## src/rtl/dbgm_pkg.sv

```systemverilog
package dbgm_pkg;
  localparam int unsigned REG_CAUSE  = 0;
  localparam int unsigned REG_ENABLE = 1;

  typedef enum logic {
    MODE_RUN    = 1'b0,
    MODE_FROZEN = 1'b1
  } mode_e;
endpackage

```

## src/rtl/dbgm_cause_bank.sv

```systemverilog
module dbgm_cause_bank
  import dbgm_pkg::*;
#(
  parameter int unsigned CAUSE_W = 32,
  parameter int unsigned ADDR_W  = 2,
  parameter logic [CAUSE_W-1:0] RECOG_MASK = {1'b0, {(CAUSE_W-1){1'b1}}}
) (
  input  logic               clk,
  input  logic               rst,
  input  logic [CAUSE_W-1:0] evt_in,
  input  logic [ADDR_W-1:0]  bus_addr,
  input  logic               bus_we,
  input  logic               bus_re,
  input  logic [CAUSE_W-1:0] bus_wdata,
  output logic [CAUSE_W-1:0] bus_rdata,
  output logic [CAUSE_W-1:0] cause_o,
  output logic [CAUSE_W-1:0] enable_o,
  output logic [CAUSE_W-1:0] evt_rec_o
);
  localparam logic [ADDR_W-1:0] A_CAUSE  = ADDR_W'(REG_CAUSE);
  localparam logic [ADDR_W-1:0] A_ENABLE = ADDR_W'(REG_ENABLE);

  logic [CAUSE_W-1:0] cause_q, cause_d, enable_q, evt_rec;
  logic               rd_cause;

  assign rd_cause = bus_re && (bus_addr == A_CAUSE);

  for (genvar gi = 0; gi < CAUSE_W; gi++) begin : g_bit
    if (RECOG_MASK[gi]) begin : g_rec
      assign evt_rec[gi] = evt_in[gi];
      // clear wins only over bits already set; a fresh event survives the read
      assign cause_d[gi] = rd_cause ? (evt_in[gi] & ~cause_q[gi])
                                    : (cause_q[gi] | evt_in[gi]);
    end else begin : g_ign
      assign evt_rec[gi] = 1'b0;
      assign cause_d[gi] = 1'b0;
    end
  end

  always_ff @(posedge clk) begin
    if (rst) begin
      cause_q   <= '0;
      enable_q  <= '0;
      bus_rdata <= '0;
    end else begin
      cause_q <= cause_d;
      if (bus_we && (bus_addr == A_ENABLE)) enable_q <= bus_wdata;
      if (bus_re) begin
        if (bus_addr == A_CAUSE)       bus_rdata <= cause_q;
        else if (bus_addr == A_ENABLE) bus_rdata <= enable_q;
        else                           bus_rdata <= '0;
      end
    end
  end

  assign cause_o   = cause_q;
  assign enable_o  = enable_q;
  assign evt_rec_o = evt_rec;
endmodule

```

## src/rtl/dbgm_mode_fsm.sv

```systemverilog
module dbgm_mode_fsm
  import dbgm_pkg::*;
#(
  parameter int unsigned PC_W   = 32,
  parameter int unsigned MSR_W  = 32,
  parameter int unsigned EE_BIT = 15
) (
  input  logic             clk,
  input  logic             rst,
  input  logic             pending,
  input  logic             rfi_strobe,
  input  logic [PC_W-1:0]  cur_pc,
  input  logic [MSR_W-1:0] cur_msr,
  output logic             freeze_o,
  output logic [PC_W-1:0]  save_pc_o,
  output logic [MSR_W-1:0] save_msr_o,
  output logic [MSR_W-1:0] msr_o
);
  localparam logic [MSR_W-1:0] EE_MASK = MSR_W'(1) << EE_BIT;

  mode_e            mode_q;
  logic [PC_W-1:0]  spc_q;
  logic [MSR_W-1:0] smsr_q, msr_q;

  always_ff @(posedge clk) begin
    if (rst) begin
      mode_q <= MODE_RUN;
      spc_q  <= '0;
      smsr_q <= '0;
      msr_q  <= '0;
    end else begin
      unique case (mode_q)
        MODE_RUN: begin
          if (pending) begin
            mode_q <= MODE_FROZEN;
            spc_q  <= cur_pc;
            smsr_q <= cur_msr;
            msr_q  <= cur_msr & ~EE_MASK;
          end else begin
            msr_q <= cur_msr;
          end
        end
        MODE_FROZEN: begin
          // an enabled cause left pending bounces the return straight back
          if (rfi_strobe && !pending) begin
            mode_q <= MODE_RUN;
            msr_q  <= smsr_q;
          end
        end
        default: mode_q <= MODE_RUN;
      endcase
    end
  end

  assign freeze_o   = (mode_q == MODE_FROZEN);
  assign save_pc_o  = spc_q;
  assign save_msr_o = smsr_q;
  assign msr_o      = msr_q;
endmodule

```

## src/rtl/dbgm_event_gate.sv

```systemverilog
module dbgm_event_gate #(
  parameter int unsigned CAUSE_W = 32
) (
  input  logic               clk,
  input  logic               rst,
  input  logic               freeze,
  input  logic               bp_req,
  input  logic               wp_req,
  input  logic [CAUSE_W-1:0] evt_rec,
  output logic               bp_event_o,
  output logic               wp_event_o,
  output logic               summary_o
);
  always_ff @(posedge clk) begin
    if (rst) begin
      bp_event_o <= 1'b0;
      wp_event_o <= 1'b0;
      summary_o  <= 1'b0;
    end else begin
      bp_event_o <= bp_req && !freeze;
      wp_event_o <= wp_req && !freeze;
      summary_o  <= freeze && (evt_rec != '0);
    end
  end
endmodule

```

## src/rtl/dbgmode_ctrl.sv

```systemverilog
module dbgmode_ctrl #(
  parameter int unsigned CAUSE_W = 32,
  parameter int unsigned PC_W    = 32,
  parameter int unsigned MSR_W   = 32,
  parameter int unsigned ADDR_W  = 2,
  parameter int unsigned EE_BIT  = 15,
  parameter logic [CAUSE_W-1:0] RECOG_MASK = {1'b0, {(CAUSE_W-1){1'b1}}}
) (
  input  logic               clk,
  input  logic               rst,
  input  logic [CAUSE_W-1:0] evt_in,
  input  logic               rfi_strobe,
  input  logic [PC_W-1:0]    cur_pc,
  input  logic [MSR_W-1:0]   cur_msr,
  input  logic               bp_req,
  input  logic               wp_req,
  input  logic [ADDR_W-1:0]  bus_addr,
  input  logic               bus_we,
  input  logic               bus_re,
  input  logic [CAUSE_W-1:0] bus_wdata,
  output logic [CAUSE_W-1:0] bus_rdata,
  output logic               freeze,
  output logic [PC_W-1:0]    save_pc,
  output logic [MSR_W-1:0]   save_msr,
  output logic [MSR_W-1:0]   msr_out,
  output logic               exc_summary,
  output logic               bp_event,
  output logic               wp_event
);
  logic [CAUSE_W-1:0] cause_w, enable_w, evt_rec_w;
  logic               pending;

  dbgm_cause_bank #(
    .CAUSE_W(CAUSE_W), .ADDR_W(ADDR_W), .RECOG_MASK(RECOG_MASK)
  ) u_bank (
    .clk(clk), .rst(rst), .evt_in(evt_in),
    .bus_addr(bus_addr), .bus_we(bus_we), .bus_re(bus_re),
    .bus_wdata(bus_wdata), .bus_rdata(bus_rdata),
    .cause_o(cause_w), .enable_o(enable_w), .evt_rec_o(evt_rec_w)
  );

  assign pending = (cause_w & enable_w) != '0;

  dbgm_mode_fsm #(
    .PC_W(PC_W), .MSR_W(MSR_W), .EE_BIT(EE_BIT)
  ) u_fsm (
    .clk(clk), .rst(rst), .pending(pending), .rfi_strobe(rfi_strobe),
    .cur_pc(cur_pc), .cur_msr(cur_msr), .freeze_o(freeze),
    .save_pc_o(save_pc), .save_msr_o(save_msr), .msr_o(msr_out)
  );

  dbgm_event_gate #(.CAUSE_W(CAUSE_W)) u_gate (
    .clk(clk), .rst(rst), .freeze(freeze), .bp_req(bp_req), .wp_req(wp_req),
    .evt_rec(evt_rec_w), .bp_event_o(bp_event), .wp_event_o(wp_event),
    .summary_o(exc_summary)
  );
endmodule

```

## config.mk

```make
export PLATFORM = sky130hd
export DESIGN_NAME = dbgmode_ctrl
export DESIGN_NICKNAME = d
export VERILOG_FILES = /design/src/rtl/dbgm_pkg.sv /design/src/rtl/dbgm_cause_bank.sv /design/src/rtl/dbgm_mode_fsm.sv /design/src/rtl/dbgm_event_gate.sv /design/src/rtl/dbgmode_ctrl.sv
export SDC_FILE = /design/constraint.sdc
export NUM_CORES = 1
export LEC_CHECK = 0
export BUFFER_PORTS_ARGS = -buffer_cell sky130_fd_sc_hd__buf_2
export CAP_MARGIN = 20
export CORE_ASPECT_RATIO = 0.5
export CORE_MARGIN = 5
export CORE_UTILIZATION = 46
export CTS_CLUSTER_DIAMETER = 150
export DETAILED_ROUTE_END_ITERATION = 6
export PLACE_DENSITY = 0.76
export SKIP_CTS_REPAIR_TIMING = 1
export SYNTH_ARGS = -nofsm -noshare
export SYNTH_HDL_FRONTEND = slang
export SYNTH_SLANG_ARGS = --single-unit
```

## constraint.sdc

```tcl
create_clock -name clk -period 1.5 [get_ports clk]
set_input_delay 0.075 -clock clk [delete_from_list [all_inputs] [get_ports clk]]
set_output_delay 0.075 -clock clk [all_outputs]
set_load 0.02 [all_outputs]
```

==> results.json <==
{
  "status": "finished with violations",
  "violations": "setup timing",
  "synth_area_sq_um": 8560,
  "p_clk_share_pct": 32.6,
  "ant_nets": 0,
  "hp-start": "evt_in[1]",
  "synthToLayoutAreaGrowth_pct": 47.4,
  "reg2reg_to": "u_fsm.msr_o[16]",
  "gp_congestion": 0.877,
  "p_sw_share_pct": 31.5,
  "max_slew.worst_pin.slew_ns": 1.04,
  "num-nets-final": 1459,
  "intPower_uw": 10000,
  "total_leakage_power_uw": 0.00551,
  "hold_depth": 3,
  "fp-row-count": 35,
  "finalCriticalPeriod_ns": 1.82,
  "cp-end-kind": "flop",
  "stdcell_count": 1575,
  "clk_latency_ns": 0.43,
  "dp_cells": 1409,
  "comb_power_share_pct": 26.2,
  "chipHeight_microns": 106,
  "utilization_pct": 68.8,
  "cts_buffers": 17,
  "portBuffers": 267,
  "drv_slew": 0,
  "min_period_over_period_pct": 121,
  "ys_types": 29,
  "avgViaCountPerCell": 5.30,
  "antenna_cells": 0,
  "cpLargestDelayFamily": "compound AO/OA/AOI/OAI gates",
  "clkTransAtPathRegs_ns": 0.07,
  "avgSynthCellArea_sq_um": 9.62,
  "switchingPower_uw": 4620,
  "initial_utilization_pct": 46.6,
  "vias": 8342,
  "crit_type": "flop to flop",
  "arrival_ns": 2.12,
  "syn-instance-count": 890,
  "clockBufferDepth": 2,
  "grt_pass1_vias": 7740,
  "drive_gt1_share_pct": 33.2,
  "antenna_found_initial": 0,
  "clock_sinks": 195,
  "max_stage_delay_ns": 0.31,
  "ys_seq_area_share_pct": 45.6,
  "critPathMaxFanout": 12,
  "tritoncts": "built",
  "power_frac_seq_pct": 41.2,
  "drtPass1Iterations": 5,
  "dp_hpwl_microns": 18000,
  "grt_max_degree": 78,
  "ir_drop_uv": 864,
  "io_pins": 269,
  "min_to": "u_bank.cause_o[1]",
  "grt_overflow": 0,
  "finalHoldViolCount": 0,
  "crit_required_ns": 1.80,
  "clock.fmax_mhz": 550,
  "wl_per_cell_microns": 17.8,
  "hold_class": "input port to flop",
  "yosysWarnings": 0,
  "fillers": 1350,
  "die_w_microns": 203,
  "setup_violations": 96,
  "setup_tns_ns": -27.41,
  "core_sq_um": 18300,
  "drt_wl_total_microns": 28000,
  "regToRegSetupSlack_ns": -0.32,
  "start_kind": "flop",
  "r2r-start": "u_bank.cause_o[0]",
  "p_per_area_nw_per_um2": 1160,
  "syn_nets": 1027,
  "grt_pass1_wl_microns": 38900,
  "maxCapViolations": 0,
  "crit_chain": "a22o_1 -> a221oi_2 -> and4_4 -> buf_12 -> a31o_4 -> clkbuf_16 -> a211oi_1",
  "die-area_sq_um": 21600,
  "worst_slack_ns": -0.317,
  "ys_ff_latch": 195,
  "slew-limit-headroom_pct": 30.4,
  "grt_use_total_pct": 22.2,
  "pre_cts_slack_ns": -0.373,
  "htreeDepth": 4,
  "r2r_cells": 7,
  "finClkSkew_ns": 0.0148,
  "worst-path-buf-inv": 2,
  "rsz0062_at_grt": "true",
  "root_buffer": "clkbuf_16",
  "drcViolationCount": 0,
  "critical-path-slowest-cell": "dfxtp_1",
  "initialDrtViolationCount": 504
}
[cells in the mapped netlist]
cell type	number	area share, %
dfxtp_1	195	46
nand2b_1	130	9.5
mux2i_1	95	11
nand2_1	67	2.9
a21oi_1	65	3.8
nor2_1	63	2.8
a211oi_1	62	5.4
clkbuf_1	56	2.5
nor2b_1	33	2.4
a311oi_1	32	3.3
mux2_2	31	4.1
buf_4	8	0.70
a221oi_2	7	1.2
a22o_1	7	0.72
buf_12	7	1.6
nor4_1	7	0.51
buf_2	4	0.23
buf_1	3	0.13
nor3b_1	3	0.26
a31o_2	2	0.20
and4_1	2	0.20
nand3_1	2	0.12
nand4_1	2	0.15
nor3_1	2	0.12
a21oi_2	1	0.10
a222oi_1	1	0.12
a31oi_1	1	0.073
and2_1	1	0.073
clkinv_1	1	0.044
[cell families after synthesis]
family / after synthesis / synth area share, %
flops: 195 / 45.6
buf+inv: 79 / 5.20
mux: 126 / 15.2
compound gates: 178 / 15.0
simple gates: 312 / 19.0
[worst reg2reg max path: stages, from the launching register on]
cell and delay, ns:
dfxtp_1 0.31, a22o_1 0.23, a221oi_2 0.24, and4_4 0.30
buf_12 0.16, a31o_4 0.21, clkbuf_16 0.18, a211oi_1 0.06
[cell usage in the layout, fill, tap and decap left out, drive strengths merged, types with 19 or more instances in the layout]
cell type / netlist / layout
buf: 22 / 361
clkbuf: 56 / 19
a311oi: 32 / 32
a211oi: 62 / 62
nor2b: 33 / 33
mux2: 31 / 31
dfxtp: 195 / 195
nand2b: 130 / 130
dlygate4sd3: 0 / 128
mux2i: 95 / 95
nor2: 63 / 63
a21oi: 66 / 66
nand2: 67 / 67
[flip-flops by register name, summed over array words and instances, names as in the netlist]
name               flops
u_fsm.save_pc_o       32
u_gate.wp_event_o      1
u_fsm.save_msr_o      32
u_bank.enable_o       32
u_bank.cause_o        31
u_gate.summary_o       1
u_fsm.freeze_o         1
u_bank.bus_rdata      32
u_fsm.msr_o           32
u_gate.bp_event_o      1
[per-layer routing]
| layer | track usage [%] | vias to the layer above | share of wire (%) |
|---|---|---|---|
| li1 | - | 4005 | - |
| met5 | 0 | - | 0 |
| met1 | 27.1 | 3972 | 40 |
| met2 | 38.5 | 297 | 51 |
| met3 | 4.36 | 68 | 5.3 |
| met4 | 9.34 | 0 | 3.3 |
[power by group through the flow]
| stage | sequential, uW | clock [uW] | combinational, uW |
|---|---|---|---|
| detailed placement | 6140 | 0 | 3400 |
| global route | 6090 | 5060 | 4070 |
| floorplan | 6620 | 0 | 1750 |
| CTS | 6020 | 4840 | 3410 |
| global placement | 6110 | 0 | 3320 |
| finish | 6030 | 4770 | 3830 |
[area by class of cell]
class | instances | area [sq um] | share of cell area (%)
tap | 240 | 300 | 2.38
sequential | 195 | 3910 | 30.9
timing repair buffer | 491 | 3540 | 28.1
clock buffer | 17 | 425 | 3.37
multi-input combinational | 616 | 4250 | 33.7
clock inverter | 15 | 196 | 1.56
inverter | 1 | 3.75 | 0.0297
[through the flow]
step / hold slack (ns) / cell area [sq um] / power (uW)
3_3_place_gp: 0.321 / 10600 / 9430
3_5_place_dp: 0.324 / 10600 / 9540
5_1_grt: 0.0189 / 12600 / 15200
4_1_cts: -0.134 / 11200 / 14300
2_1_floorplan: 0.211 / 8590 / 8370
6_report: 0.0280 / 12600 / 14600
[how the worst max path moves through the flow]
stage | from | end | slack (ns) | cells after the start
2_1_floorplan | u_bank.enable_o[17] | u_fsm.save_msr_o[0] | -0.09 | 8
3_3_place_gp | u_bank.cause_o[0] | u_fsm.msr_o[16] | -0.32 | 7
3_5_place_dp | u_bank.cause_o[0] | u_fsm.msr_o[26] | -0.37 | 7
4_1_cts | u_bank.cause_o[0] | u_fsm.msr_o[26] | -0.39 | 7
5_1_grt | u_bank.cause_o[0] | u_fsm.save_pc_o[11] | -0.41 | 7
6_report | u_bank.cause_o[0] | u_fsm.msr_o[16] | -0.32 | 7
(Power assumes the default switching activity.)
